### src/rtl/tps_pkg.sv
// Shared types for the two-phase sequencer.
// Stage indices follow pipeline order. Bit 0 of a stage index selects the
// phase in which that stage is enabled.
package tps_pkg;

    localparam int NUM_STAGES = 4;

    typedef enum logic [1:0] {
        STG_FETCH  = 2'd0,
        STG_DECODE = 2'd1,
        STG_EXEC   = 2'd2,
        STG_MEMWB  = 2'd3
    } stage_e;

    typedef enum logic {
        PH_EVEN = 1'b0,
        PH_ODD  = 1'b1
    } phase_e;

    // Phase in which stage s is active: even-index stages run in the even phase.
    function automatic phase_e stage_phase(input int s);
        return ((s % 2) == 1) ? PH_ODD : PH_EVEN;
    endfunction

endpackage

### src/rtl/tps_phase_gen.sv
// Phase generator: a one-bit phase register plus one enable per stage.
// Assumes a synchronous active-low reset. Stall holds the phase and drops
// every enable in the same cycle.
module tps_phase_gen
    import tps_pkg::*;
#(
    parameter int NSTG = NUM_STAGES
) (
    input  logic            clk_i,
    input  logic            rst_ni,
    input  logic            stall_i,
    output phase_e          phase_o,
    output logic [NSTG-1:0] en_o
);

    phase_e phase_q;

    // Flip the phase on every unstalled edge; reset to even.
    always_ff @(posedge clk_i) begin
        if (!rst_ni) begin
            phase_q <= PH_EVEN;
        end else if (!stall_i) begin
            phase_q <= (phase_q == PH_EVEN) ? PH_ODD : PH_EVEN;
        end
    end

    // One enable per stage, active when its phase matches and no stall.
    for (genvar s = 0; s < NSTG; s++) begin : g_en
        assign en_o[s] = !stall_i && (phase_q == stage_phase(s));
    end

    assign phase_o = phase_q;

endmodule

### src/rtl/tps_mem_route.sv
// Memory port router: chooses the source of the single memory port by phase.
// Even phase: fetch address, no write. Odd phase: load/store request, with
// write strobes only for an unstalled valid store. It also flags which
// capture register should take the data returned one cycle later.
module tps_mem_route
    import tps_pkg::*;
#(
    parameter int ADDR_W = 32,
    parameter int DATA_W = 32,
    parameter int STRB_W = DATA_W / 8
) (
    input  phase_e            phase_i,
    input  logic              stall_i,
    input  logic [ADDR_W-1:0] pc_i,
    input  logic              ls_valid_i,
    input  logic              ls_we_i,
    input  logic [ADDR_W-1:0] ls_addr_i,
    input  logic [DATA_W-1:0] ls_wdata_i,
    input  logic [STRB_W-1:0] ls_strb_i,
    output logic [ADDR_W-1:0] mem_addr_o,
    output logic [DATA_W-1:0] mem_wdata_o,
    output logic [STRB_W-1:0] mem_strb_o,
    output logic              issue_fetch_o,
    output logic              issue_load_o
);

    logic odd_active;
    logic store_go;

    assign odd_active = (phase_i == PH_ODD) && !stall_i;
    assign store_go   = odd_active && ls_valid_i && ls_we_i;

    // Address mux: phase picks the owner of the port.
    always_comb begin
        if (phase_i == PH_ODD) begin
            mem_addr_o = ls_addr_i;
        end else begin
            mem_addr_o = pc_i;
        end
    end

    // Write path: driven only for a store in an active odd cycle.
    always_comb begin
        mem_wdata_o = '0;
        mem_strb_o  = '0;
        if (store_go) begin
            mem_wdata_o = ls_wdata_i;
            mem_strb_o  = ls_strb_i;
        end
    end

    // Read tagging for the capture stage.
    always_comb begin
        issue_fetch_o = (phase_i == PH_EVEN) && !stall_i;
        issue_load_o  = odd_active && ls_valid_i && !ls_we_i;
    end

endmodule

### src/rtl/tps_rd_capture.sv
// Read capture: the memory returns data one cycle after the address. For
// each read kind a pending flag remembers the issue, and the data is latched
// on the following edge. Entry 0 holds instructions, entry 1 load data.
module tps_rd_capture #(
    parameter int DATA_W = 32,
    parameter int NCAP   = 2
) (
    input  logic              clk_i,
    input  logic              rst_ni,
    input  logic [NCAP-1:0]   issue_i,
    input  logic [DATA_W-1:0] rdata_i,
    output logic [DATA_W-1:0] cap_o [NCAP]
);

    for (genvar c = 0; c < NCAP; c++) begin : g_cap
        logic              pend_q;
        logic [DATA_W-1:0] data_q;

        // Remember that a read of this kind was issued last cycle.
        always_ff @(posedge clk_i) begin
            if (!rst_ni) begin
                pend_q <= 1'b0;
            end else begin
                pend_q <= issue_i[c];
            end
        end

        // Latch returned data in the cycle after the issue.
        always_ff @(posedge clk_i) begin
            if (!rst_ni) begin
                data_q <= '0;
            end else if (pend_q) begin
                data_q <= rdata_i;
            end
        end

        assign cap_o[c] = data_q;
    end

endmodule

### src/rtl/twophase_seq.sv
// Two-phase pipeline sequencer top. It connects the phase generator, the
// memory port router and the read capture. Assumes a synchronous memory with
// one cycle of read latency and a synchronous active-low reset.
module twophase_seq
    import tps_pkg::*;
#(
    parameter int ADDR_W = 32,
    parameter int DATA_W = 32,
    parameter int STRB_W = DATA_W / 8
) (
    input  logic              clk_i,
    input  logic              rst_ni,
    input  logic              stall_i,
    input  logic [ADDR_W-1:0] pc_i,
    input  logic              ls_valid_i,
    input  logic              ls_we_i,
    input  logic [ADDR_W-1:0] ls_addr_i,
    input  logic [DATA_W-1:0] ls_wdata_i,
    input  logic [STRB_W-1:0] ls_strb_i,
    input  logic [DATA_W-1:0] mem_rdata_i,
    output logic              phase_o,
    output logic              en_fetch_o,
    output logic              en_decode_o,
    output logic              en_exec_o,
    output logic              en_memwb_o,
    output logic [ADDR_W-1:0] mem_addr_o,
    output logic [DATA_W-1:0] mem_wdata_o,
    output logic [STRB_W-1:0] mem_strb_o,
    output logic [DATA_W-1:0] instr_o,
    output logic [DATA_W-1:0] load_data_o
);

    localparam int CAP_INSTR = 0;
    localparam int CAP_LOAD  = 1;
    localparam int NCAP      = 2;

    phase_e                  phase;
    logic [NUM_STAGES-1:0]   en_vec;
    logic                    issue_fetch;
    logic                    issue_load;
    logic [NCAP-1:0]         issue_vec;
    logic [DATA_W-1:0]       cap [NCAP];

    tps_phase_gen #(
        .NSTG (NUM_STAGES)
    ) u_phase (
        .clk_i   (clk_i),
        .rst_ni  (rst_ni),
        .stall_i (stall_i),
        .phase_o (phase),
        .en_o    (en_vec)
    );

    tps_mem_route #(
        .ADDR_W (ADDR_W),
        .DATA_W (DATA_W),
        .STRB_W (STRB_W)
    ) u_route (
        .phase_i       (phase),
        .stall_i       (stall_i),
        .pc_i          (pc_i),
        .ls_valid_i    (ls_valid_i),
        .ls_we_i       (ls_we_i),
        .ls_addr_i     (ls_addr_i),
        .ls_wdata_i    (ls_wdata_i),
        .ls_strb_i     (ls_strb_i),
        .mem_addr_o    (mem_addr_o),
        .mem_wdata_o   (mem_wdata_o),
        .mem_strb_o    (mem_strb_o),
        .issue_fetch_o (issue_fetch),
        .issue_load_o  (issue_load)
    );

    // Pack the read tags in capture-entry order.
    always_comb begin
        issue_vec            = '0;
        issue_vec[CAP_INSTR] = issue_fetch;
        issue_vec[CAP_LOAD]  = issue_load;
    end

    tps_rd_capture #(
        .DATA_W (DATA_W),
        .NCAP   (NCAP)
    ) u_cap (
        .clk_i   (clk_i),
        .rst_ni  (rst_ni),
        .issue_i (issue_vec),
        .rdata_i (mem_rdata_i),
        .cap_o   (cap)
    );

    assign phase_o     = (phase == PH_ODD);
    assign en_fetch_o  = en_vec[int'(STG_FETCH)];
    assign en_decode_o = en_vec[int'(STG_DECODE)];
    assign en_exec_o   = en_vec[int'(STG_EXEC)];
    assign en_memwb_o  = en_vec[int'(STG_MEMWB)];
    assign instr_o     = cap[CAP_INSTR];
    assign load_data_o = cap[CAP_LOAD];

endmodule

### config.mk
export PLATFORM = sky130hd
export DESIGN_NAME = twophase_seq
export DESIGN_NICKNAME = d
export VERILOG_FILES = /design/src/rtl/tps_pkg.sv /design/src/rtl/tps_phase_gen.sv /design/src/rtl/tps_mem_route.sv /design/src/rtl/tps_rd_capture.sv /design/src/rtl/twophase_seq.sv
export SDC_FILE = /design/constraint.sdc
export NUM_CORES = 1
export LEC_CHECK = 0
export ABC_AREA = 1
export BUFFER_PORTS_ARGS = -buffer_cell sky130_fd_sc_hd__buf_2
export CELL_PAD_IN_SITES_DETAIL_PLACEMENT = 1
export CELL_PAD_IN_SITES_GLOBAL_PLACEMENT = 1
export CORE_MARGIN = 2
export CORE_UTILIZATION = 26
export CTS_CLUSTER_DIAMETER = 60
export DETAILED_ROUTE_END_ITERATION = 7
export PLACE_DENSITY_LB_ADDON = 0.1
export SKIP_LAST_GASP = 1
export SLEW_MARGIN = 20
export SYNTH_ARGS = -nofsm -noshare
export SYNTH_HDL_FRONTEND = slang
export SYNTH_HIERARCHICAL = 1
export SYNTH_SLANG_ARGS = --single-unit
### constraint.sdc
create_clock -name clk_i -period 1.4 [get_ports clk_i]
set_input_delay 0.07 -clock clk_i [delete_from_list [all_inputs] [get_ports clk_i]]
set_output_delay 0.07 -clock clk_i [all_outputs]
set_load 0.1 [all_outputs]
==> results of run 1 <==
[path summary, 6_finish.rpt]
| check | start | end | slack (ns) | cells after the start |
|---|---|---|---|---|
| min | ls_we_i | u_cap/g_cap[1].pend_q$_SDFF_PN0_ | 0.05 | 4 |
| max reg2reg | u_phase/phase_o$_SDFFE_PN0N_ | u_cap/g_cap[1].pend_q$_SDFF_PN0_ | 0.15 | 7 |
| max | u_phase/phase_o$_SDFFE_PN0N_ | mem_wdata_o[21] | -0.14 | 4 |
| min reg2reg | u_cap/g_cap[1].data_q[19]$_SDFFE_PN0P_ | u_cap/g_cap[1].data_q[19]$_SDFFE_PN0P_ | 0.47 | 2 |
[critical path, delay by kind of cell (launching register included)]
| family | cells | cell delay [ns] |
|---|---|---|
| flip-flops | 1 | 0.40 |
| AND/OR/NAND/NOR | 2 | 0.28 |
| buffers and inverters | 2 | 0.42 |
[state kept, by name, indices dropped and copies added (netlist names)]
register / flops
u_phase/phase_o: 1
u_cap/g_cap.pend_q: 2
u_cap/g_cap.data_q: 64
[metal layers]
layer | share of wire | GRT usage | vias up
met5 | 0.0019 | 0 | -
met4 | 0.016 | 0.0549 | 4
li1 | - | - | 2174
met3 | 0.098 | 0.0898 | 22
met2 | 0.54 | 0.384 | 149
met1 | 0.34 | 0.194 | 1963
[placed cells by master, fill, tap and decap left out, types with 2 or more instances in the layout]
master	instances
nor2_4	37
inv_1	102
inv_2	2
o21ai_4	32
dfxtp_2	2
buf_4	7
buf_16	2
clkbuf_1	2
buf_6	3
buf_8	2
nand2_4	6
buf_2	199
buf_12	81
nor2_1	93
dfxtp_1	64
nand2_1	113
nand2_2	46
clkbuf_16	11
nor2_2	38
[cells in the mapped netlist]
master | n | area, sq um
buf_12 | 4 | 80.1
buf_2 | 2 | 10.0
buf_4 | 10 | 75.1
buf_6 | 15 | 169
clkbuf_1 | 2 | 7.51
dfxtp_1 | 67 | 1340
inv_1 | 103 | 387
inv_2 | 2 | 7.51
nand2_1 | 126 | 473
nand2_2 | 39 | 244
nand4_4 | 1 | 21.3
nor2_1 | 100 | 375
nor2_2 | 68 | 425
nor3_1 | 1 | 5.00
o21ai_0 | 29 | 145
o21ai_1 | 3 | 15.0
[timing repair]
action / 4_1_cts / 5_1_grt
endpoints found under the setup margin: 68 / 70
pin swaps: 2 / 11
buffers inserted: 6 / 3
hold buffers: 0 / 0
gates resized for setup: 23 / 9
gates cloned: 3 / 2
[power breakdown]
group / switching [mW] / internal (mW)
logic: 2.17 / 0.993
clock network: 0.818 / 1.54
registers: 0.0474 / 1.99
total: 3.04 / 4.52
[stage by stage]
stage | cell area (sq um) | setup slack, ns | hold WS (ns) | total power, mW
2_1_floorplan | 4360 | -0.311 | 0.181 | 4.23
3_3_place_gp | 6860 | 0.138 | 0.367 | 5.08
3_5_place_dp | 6860 | 0.0853 | 0.384 | 5.13
4_1_cts | 7370 | -0.153 | 0.0402 | 7.61
5_1_grt | 7430 | -0.190 | 0.0682 | 7.86
6_report | 7430 | -0.142 | 0.0479 | 7.56
[area by class of cell]
| type | count | area (sq um) | share of cell area |
|---|---|---|---|
| multi-input combinational | 367 | 2330 | 0.313 |
| timing repair buffer | 295 | 2810 | 0.378 |
| inverter | 105 | 398 | 0.0535 |
| sequential | 67 | 1350 | 0.181 |
| clock inverter | 3 | 43.8 | 0.00589 |
| tap | 184 | 230 | 0.0310 |
| clock buffer | 13 | 272 | 0.0365 |
[cells by family (layout without fill, tap and decap cells)]
kind of cell | after synthesis | in the layout
flops | 67 | 67
buf+inv | 138 | 416
compound gates | 32 | 32
simple gates | 335 | 335
==> results.tsv, run 1 <==
stage	metric	value	unit
status	outcome	finished, violations left	
status	failing checks	setup timing	
logic_synthesis	YS warnings	6	
worst_setup_path	critical path's largest stage delay	0.40	ns
sta	period utilization	1.10	
global_route	vias in the first global route	4804	
route	Via Count	4312	
worst_setup_path	cells along the critical path	nand4_4 -> buf_12 -> nor2_4 -> buf_12	
logic_synthesis	largest family of logic cells by synthesized area	simple AND/OR/NAND/NOR gates	
pwr	Peak VDD IR	463	uV
floorplan	core area	14400	sq um
worst_setup_path	most frequent CP cell	buf_12	
sta	final setup vio count	67	
sta	RSZ-0062 raised after global routing	yes	
logic_synthesis	xor-xnor portion of the synthesized cell area	0	
worst_setup_path	startpoint types	register	
layout	Filler cells	1737	
layout	final core utilization	0.517	
sta	Final Max Tran Viols	0	
route	Detail Route Antenna Nets	0	
cts	Reg clk slew, reported paths	0.05	ns
floorplan	die area	15500	sq um
global_route	global-route wire length before repair	24.8	mm
cts	root buf cell	clkbuf_16	
logic_synthesis	adder-cell share of the synthesized area	0	
floorplan	Die X	125	um
logic_synthesis	Synth cell types	16	
logic_synthesis	Yosys reg bits	67	
global_route	global route overflow	0	
placed_design	Cells after DPL	1006	
sta	maximum clock rate	0.649	GHz
min_path	Min-Delay Path Class	in2reg	
worst_setup_path	WP data arrival	1.47	ns
cts	htree depth	3	
layout	layout cell share with drive strength beyond 1	0.559	
cts	cts bufs inserted	9	
logic_synthesis	Synth Area in Compound Gates	0.0424	
placed_design	post-DP HPWL	12.4	mm
layout	nets@finish	982	
floorplan	row count	44	
sta	Fin Setup TNS	-5.82	ns
floorplan	starting density of the core	0.263	
placed_design	port bufs	273	
pwr	Power Dens Cells	1020	nW/um^2
sta	Setup WS post-layout	-0.142	ns
logic_synthesis	Post-Syn Area	3780	sq um
global_route	pin count of the biggest net entering global routing	68	
route	wire per inst	15.3	um
route	1st-iter DRT viols	150	
sta	Hold Violations, Final	0	
logic_synthesis	Seq/Total Area, Yosys	0.355	
floorplan	I/O pins	274	
layout	Final Non-Filler Cells	1034	
logic_synthesis	Mean Syn Cell Area	6.61	sq um
route	Vias/cell	4.17	
pwr	Static Leak	3.71	nW
worst_setup_path	crit end category	output port	
layout	Antenna diodes	0	
worst_setup_path	slowest CP cell	dfxtp_4	
sta	slew margin rel.	0.632	
layout	P&R area growth vs syn	96.6	%
logic_synthesis	mux share of post-synthesis cell area	0	
cts	CTS tree	done	
job	max-cap violation count	0	
cts	Longest Clk Path Bufs	2	
floorplan	Die H	125	um
logic_synthesis	post-synthesis simple-gate area fraction	0.408	
cts	Skew-Pair Late Insertion Delay	0.33	ns
global_route	initial antenna violation count	2	
sta	Clock Skews	0.00362	ns
worst_setup_path	critical path type	reg2out	
worst_setup_path	Worst Path Max Fanout	36	
sta	min cycle time layout	1.54	ns
sta	worst slew pin tran	0.556	ns
worst_setup_path	Critical Path RT	1.33	ns
logic_synthesis	cell count after synthesis	572	
logic_synthesis	Mapped Nets	709	
cts	CTS Sinks	67	
route	total wire length	15.8	mm
global_route	Tot GR Track Use	0.201	
route	first-pass iteration count of the detailed router	4	
route	# DRC	0	
placed_design	gpl congestion	0.780	
No activity file was read; power rests on OpenSTA's default activity.
==> run 2, diff against run 1 <==
CORE_UTILIZATION = 23   (was 26)
REMOVE_ABC_BUFFERS = 1   (was default)
SYNTH_HIERARCHICAL = default   (was 1)
clock period = 1.7 ns   (was 1.4 ns; I/O delays follow)
==> run 2 against run 1 <==
The flow now finishes without violations. Sequential cell count unchanged. Sequential power shrank 18%. Register-to-register slack improved by 0.48 ns. Non-clock buffer count is 11 higher. Clock power shrank 16%. Via count is 7.2% lower. Hold slack lost 0.041 ns. Synthesized cell count is 17% lower. Total power down 24%. Critical path depth unchanged. Area after synthesis is 18% lower. Critical endpoint is now mem_wdata_o[0]. Largest cell class unchanged. Largest power group unchanged. Highest routed layer is now met4.
==> results.tsv, run 2 <==
stage	metric	value	unit	change
pwr	Comb pwr share	0.369		-0.050
worst_setup_path	critical path type	reg2out		
logic_synthesis	cell count after synthesis	473		-17%
logic_synthesis	Mean Syn Cell Area	6.57	sq um	-0.64%
logic_synthesis	ys async rst share	0		unchanged
route	# DRC	0		unchanged
route	wire per inst	15.5	um	+1.5%
cts	Skew-Pair Late Insertion Delay	0.33	ns	about the same
route	Via Count	4002		-7.2%
sta	min cycle time layout	1.62	ns	
logic_synthesis	most frequent cell after synthesis	nor2_1		
worst_setup_path	crit path capture	mem_wdata_o[0]		
layout	P&R area growth vs syn	102	%	
floorplan	core area	13200	sq um	-7.8%
floorplan	die area	14500	sq um	-6.9%
logic_synthesis	YS warnings	0		-6
global_route	initial antenna violation count	3		+1
layout	most common cell after layout, fill and taps aside	buf_2		
route	total wire length	14.6	mm	-7.5%
floorplan	I/O pins	274		unchanged
sta	worst hold slack	0.00728	ns	-0.0407 ns
cts	CTS tree	done		
floorplan	Die H	120	um	-3.5%
logic_synthesis	prevailing post-synth register cell	dfxtp_1		
floorplan	Die X	120	um	-3.5%
worst_setup_path	R2R Setup Slk	0.63	ns	+0.48 ns
worst_setup_path	reg-to-reg startpoint	u_phase.phase_o$_SDFFE_PN0N_		
cts	Longest Clk Path Bufs	2		unchanged
sta	maximum clock rate	0.618	GHz	
layout	most frequent cells in the layout	buf_2, nor2_1, nand2_1, buf_12, dfxtp_1		
route	Detail Route Antenna Nets	0		unchanged
logic_synthesis	Post-Syn Area	3110	sq um	-18%
route	1st-iter DRT viols	148		-1.3%
pwr	Static Leak	3.37	nW	-9.1%
layout	nets@finish	896		-8.8%
worst_setup_path	Critical path origin	u_phase.phase_o$_SDFFE_PN0N_		
logic_synthesis	Synth cell types	15		-1
job	max-cap violation count	0		unchanged
logic_synthesis	Yosys reg bits	67		unchanged
cts	cts bufs inserted	9		unchanged
sta	final setup vio count	0		-100%
worst_setup_path	WP data arrival	1.53	ns	+0.06 ns
pwr	Peak VDD IR	394	uV	-15%
global_route	vias in the first global route	4295		-11%
sta	Clock Skews	0.00412	ns	+0.000503 ns
sta	RSZ-0062 raised after global routing	no		
logic_synthesis	commonest cells in the netlist	nor2_1, nand2_1, dfxtp_1, o21ai_0, inv_1		
route	first-pass iteration count of the detailed router	4		unchanged
pwr	Switching Share	0.382		-0.0202
cts	# Post-CTS Setup Buffers	0		-6
cts	CTS Sinks	67		unchanged
pwr	Int Power	3.56	mW	-21%
worst_setup_path	startpoint types	register		
global_route	pin count of the biggest net entering global routing	37		-46%
sta	worst slew pin tran	0.542	ns	-0.0141 ns
sta	period utilization	0.952		
route	Vias/cell	4.25		+1.9%
placed_design	port bufs	273		unchanged
worst_setup_path	Critical Path RT	1.62	ns	+0.29 ns
layout	layout cell share with drive strength beyond 1	0.436		-0.122
worst_setup_path	reg2reg path depth	5		-2
layout	max reg flops	64		unchanged
pwr	Sequential Power Share	0.290		+0.020
floorplan	starting density of the core	0.235		-0.0285
pwr	Power Dens Cells	919	nW/um^2	-9.6%
worst_setup_path	Worst Path Max Fanout	36		unchanged
logic_synthesis	Seq/Total Area, Yosys	0.432		+0.0770
sta	Final Max Tran Viols	0		unchanged
global_route	global-route wire length before repair	22.3	mm	-10%
sta	slew margin rel.	0.641		+0.00935
floorplan	row count	42		-4.5%
worst_setup_path	crit end category	output port		
layout	Largest Register	u_cap.g_cap.data_q		
min_path	Min-Delay Path Class	in2reg		
placed_design	gpl congestion	0.768		-1.4%
global_route	Tot GR Track Use	0.199		-0.00272
sta	Hold Violations, Final	0		unchanged
min_path	worst hold stages	3		-1
placed_design	post-DP HPWL	11.5	mm	-6.7%
logic_synthesis	number of synthesized flops with an enable pin	0		unchanged
cts	htree depth	3		unchanged
logic_synthesis	Yosys top cell area share	0.432		+0.0770
sta	Fin Setup TNS	0	ns	+5.82 ns
logic_synthesis	area leader, netlist	dfxtp_1		
worst_setup_path	R2R Path End	u_cap.g_cap[1].pend_q$_SDFF_PN0_		
pwr	clock power share	0.341		+0.029
cts	root buf cell	clkbuf_16		
status	outcome	completed		
cts	Reg clk slew, reported paths	0.05	ns	about the same
logic_synthesis	Synth area leaders	dfxtp_1, nor2_1, nand2_1, o21ai_0, nor2_2		
global_route	global route overflow	0		unchanged
pwr	Net Switching	2.20	mW	-28%
==> run 2: changes by cell type after synthesis, moves of 2 or more <==
cell | before | now
clkbuf_2 | 0 | 6
o21ai_0 | 29 | 53
nand2_2 | 39 | 0
clkbuf_1 | 2 | 0
buf_12 | 4 | 0
inv_1 | 103 | 41
o21ai_1 | 3 | 11
nand2_1 | 126 | 99
nor2_2 | 68 | 30
nor2_1 | 100 | 137
buf_4 | 10 | 3
buf_2 | 2 | 19
buf_6 | 15 | 3
==> run 2: timing repair <==
action,in CTS,in global routing
hold buffers,21,0
endpoints found under the hold margin,26,0
setup endpoints to repair,0,20
resized for setup,0,1
==> run 2: worst max-delay path, stage by stage (launching register included) <==
cell and delay, ns:
dfxtp_1 0.42, nand4_4 0.13, buf_12 0.20, nor2_1 0.22, buf_12 0.21
==> run 2: power by group through the flow <==
stage                     combinational [mW]  sequential, mW  clock [mW]
after floorplan                        0.846            2.17           0
after global placement                  2.08            1.70           0
after detailed placement                2.10            1.70           0
after CTS                               2.14            1.67        2.03
after global routing                    2.22            1.68        2.10
final                                   2.13            1.67        1.97
==> run 2: kinds of logic (layout without fill, tap and decap cells) <==
group,Yosys count,count (layout),synth area share
AO/OA/AOI/OAI,65,65,0.105
buffers and inverters,73,363,0.109
flip-flops,67,67,0.432
other,0,3,0
AND/OR/NAND/NOR,268,268,0.354
==> run 2: layout make-up <==
| type | count | area, sq um |
|---|---|---|
| Multi-Input combinational cell | 333 | 1430 |
| Clock buffer | 10 | 239 |
| Antenna cell | 3 | 7.51 |
| Tap cell | 176 | 220 |
| Clock inverter | 5 | 77.6 |
| Fill cell | 1668 | 6970 |
| Inverter | 42 | 158 |
| Sequential cell | 67 | 1340 |
| Timing Repair Buffer | 306 | 2800 |
==> run 2: how the worst min path moves through the flow <==
stage / startpoint / endpoint / slack (ns)
final: mem_rdata_i[11] / u_cap.g_cap[0].data_q[11]$_SDFFE_PN0P_ / 0.007
after global routing: mem_rdata_i[6] / u_cap.g_cap[0].data_q[6]$_SDFFE_PN0P_ / 0.01
after CTS: mem_rdata_i[11] / u_cap.g_cap[1].data_q[11]$_SDFFE_PN0P_ / 0.002
after detailed placement: mem_rdata_i[23] / u_cap.g_cap[1].data_q[23]$_SDFFE_PN0P_ / 0.33
after global placement: mem_rdata_i[30] / u_cap.g_cap[0].data_q[30]$_SDFFE_PN0P_ / 0.32
after floorplan: ls_valid_i / u_cap.g_cap[1].pend_q$_SDFF_PN0_ / 0.21
==> run 2: layer usage <==
metal	GRT usage	share of wire
met3	0.0887	0.094
met5	0	0
met4	0.0574	0.014
met2	0.358	0.51
met1	0.208	0.38
==> run 2: stage by stage <==
stage               cells  setup slack, ns  power [mW]   util  cell area, sq um
floorplan             442            -3.31        3.02      -              2930
global placement      903            0.445        3.78  0.433              5740
detailed placement    903            0.392        3.80  0.433              5740
CTS                   939           0.0341        5.84  0.473              6260
global route          941          0.00593        5.99  0.474              6270
finish                942           0.0811        5.76  0.474              6270
==> run 3, diff against run 2 <==
CORE_MARGIN = 3   (was 2)
==> run 3 against run 2 <==
Hold slack improved by 0.0034 ns. Register-to-register slack got worse by 0.08 ns. Setup slack improved by 0.039 ns. Fmax increased by 2.5%. Cell count is 0.64% lower. Critical path depth stayed put. Sequential cell count is the same. Largest power group unchanged. Highest routed layer is now met5.
==> results.tsv, run 3 (synthesis results as in run 2) <==
stage	metric	value	unit	change
global_route	initial antenna violation count	6		+3
worst_setup_path	cells along the critical path	nand4_4 -> buf_6 -> nor2_2 -> buf_12		
job	max-cap violation count	0		unchanged
sta	Final Max Tran Viols	0		unchanged
worst_setup_path	Critical Path RT	1.62	ns	about the same
placed_design	Post-DP Area	5720	sq um	-0.31%
route	Detail Route Antenna Nets	0		unchanged
cts	cts bufs inserted	9		unchanged
sta	RSZ-0062 raised after global routing	yes		
cts	Skew-Pair Late Insertion Delay	0.33	ns	about the same
floorplan	row count	41		-2.4%
global_route	pin count of the biggest net entering global routing	48		+30%
sta	min cycle time layout	1.58	ns	-0.0394 ns
floorplan	I/O pins	274		unchanged
route	wire per inst	16.4	um	+5.5%
layout	most common cell after layout, fill and taps aside	buf_2		
route	# DRC	0		unchanged
status	outcome	completed		
min_path	Min-Delay Path Class	in2reg		
cts	CTS tree	done		
global_route	global route overflow	0		unchanged
sta	worst hold slack	0.0106	ns	+0.00337 ns
layout	fin area	6220	sq um	-0.80%
sta	Setup WS post-layout	0.121	ns	+0.0394 ns
pwr	Power Dens Cells	910	nW/um^2	-0.95%
pwr	Static Leak	3.34	nW	-0.97%
sta	worst slew pin tran	0.542	ns	-0.000441 ns
placed_design	gpl congestion	0.796		+3.6%
worst_setup_path	CP bufs+invs	2		unchanged
placed_design	pre-CTS setup slack	0.334	ns	-0.0581 ns
worst_setup_path	startpoint types	register		
global_route	vias in the first global route	4208		-2.0%
worst_setup_path	critical path's largest stage delay	0.42	ns	about the same
sta	Clock Skews	0.00374	ns	-0.000385 ns
route	total wire length	15.3	mm	+4.8%
layout	layout cell share with drive strength beyond 1	0.447		+0.0109
sta	Hold Violations, Final	0		unchanged
floorplan	starting density of the core	0.240		+0.00572
worst_setup_path	critical path type	reg2out		
floorplan	Die X	122	um	+1.7%
route	1st-iter DRT viols	144		-2.7%
worst_setup_path	CP top delay family	buffers and inverters		
sta	slew margin rel.	0.641		about the same
worst_setup_path	crit end category	output port		
worst_setup_path	Worst Path Max Fanout	36		unchanged
layout	final core utilization	0.481		+0.00768
global_route	Tot GR Track Use	0.200		+0.00136
worst_setup_path	WP data arrival	1.49	ns	-0.04 ns
placed_design	post-DP HPWL	12.4	mm	+7.6%
cts	Reg clk slew, reported paths	0.05	ns	about the same
floorplan	die area	14900	sq um	+3.4%
route	Via Count	4052		+1.2%
sta	period utilization	0.929		-0.0232
global_route	global-route wire length before repair	22.9	mm	+2.8%
layout	most frequent cells in the layout	buf_2, nor2_1, nand2_1, buf_12, dfxtp_1		
sta	final setup vio count	0		unchanged
sta	maximum clock rate	0.633	GHz	+2.5%
placed_design	Cells after DPL	899		-0.44%
pwr	Peak VDD IR	468	uV	+19%
floorplan	core area	12900	sq um	-2.4%
route	Vias/cell	4.33		+1.9%
layout	max reg flops	64		unchanged
cts	CTS Sinks	67		unchanged
route	first-pass iteration count of the detailed router	4		unchanged
floorplan	Die H	122	um	+1.7%
worst_setup_path	slowest CP cell	dfxtp_1		
layout	Largest Register	u_cap.g_cap.data_q		
layout	P&R area growth vs syn	100	%	
layout	Final Non-Filler Cells	936		-0.64%
placed_design	port bufs	273		unchanged
cts	Longest Clk Path Bufs	2		unchanged
cts	root buf cell	clkbuf_16		
cts	htree depth	3		unchanged
layout	Filler cells	1639		-1.7%
cts	# Post-CTS Setup Buffers	0		unchanged
layout	nets@finish	892		-0.45%
run 3: area by class of cell:
type                       count  area (sq um)  area share
antenna                        4          10.0     0.00161
clock buffer                  10           239      0.0384
clock inverter                 6          63.8      0.0103
inverter                      42           158      0.0253
multi-input combinational    333          1440       0.232
sequential                    67          1340       0.216
tap                          172           215      0.0346
timing repair buffer         302          2760       0.443
run 3: tightest hold or removal path, stage by stage:
cell and delay, ns:
buf_2 0.09, nor2_1 0.04, nor2_1 0.08
run 3: metrics by stage:
step / TNS (ns) / total power, mW
detailed placement: 0 / 3.81
global route: -0.0291 / 5.89
CTS: -0.0565 / 5.73
floorplan: -118.76 / 3.02
finish: 0 / 5.66
global placement: 0 / 3.78
run 3: routing by layer:
layer  up-vias  GRT usage  part of all wire
met3        20     0.0894             0.098
met2       152      0.355              0.52
met1      1883      0.214              0.36
met5         -          0           0.00091
met4         4     0.0574             0.015
li1       1993          -                 -
run 3: path summary, 6_finish.rpt:
kind	cells after the start	slack [ns]	startpoint	end
min	3	0.01	mem_rdata_i[2]	u_cap.g_cap[1].data_q[2]$_SDFFE_PN0P_
min reg2reg	2	0.48	u_cap.g_cap[0].data_q[23]$_SDFFE_PN0P_	u_cap.g_cap[0].data_q[23]$_SDFFE_PN0P_
max	4	0.12	u_phase.phase_o$_SDFFE_PN0N_	mem_wdata_o[20]
max reg2reg	4	0.55	u_cap.g_cap[1].pend_q$_SDFF_PN0_	u_cap.g_cap[1].data_q[21]$_SDFFE_PN0P_
run 3: power by group:
group	internal (mW)	total (mW)	leakage, nW	switching [mW]
clock	1.17	1.87	0.145	0.694
sequential	1.64	1.67	0.546	0.0342
combinational	0.612	2.13	2.65	1.51
run 3: repair_timing:
item	4_1_cts	5_1_grt
endpoints found under the hold margin	21	0
setup endpoints to repair	5	68
hold buffers	17	0
gates resized for setup	0	8
pin swaps	0	0
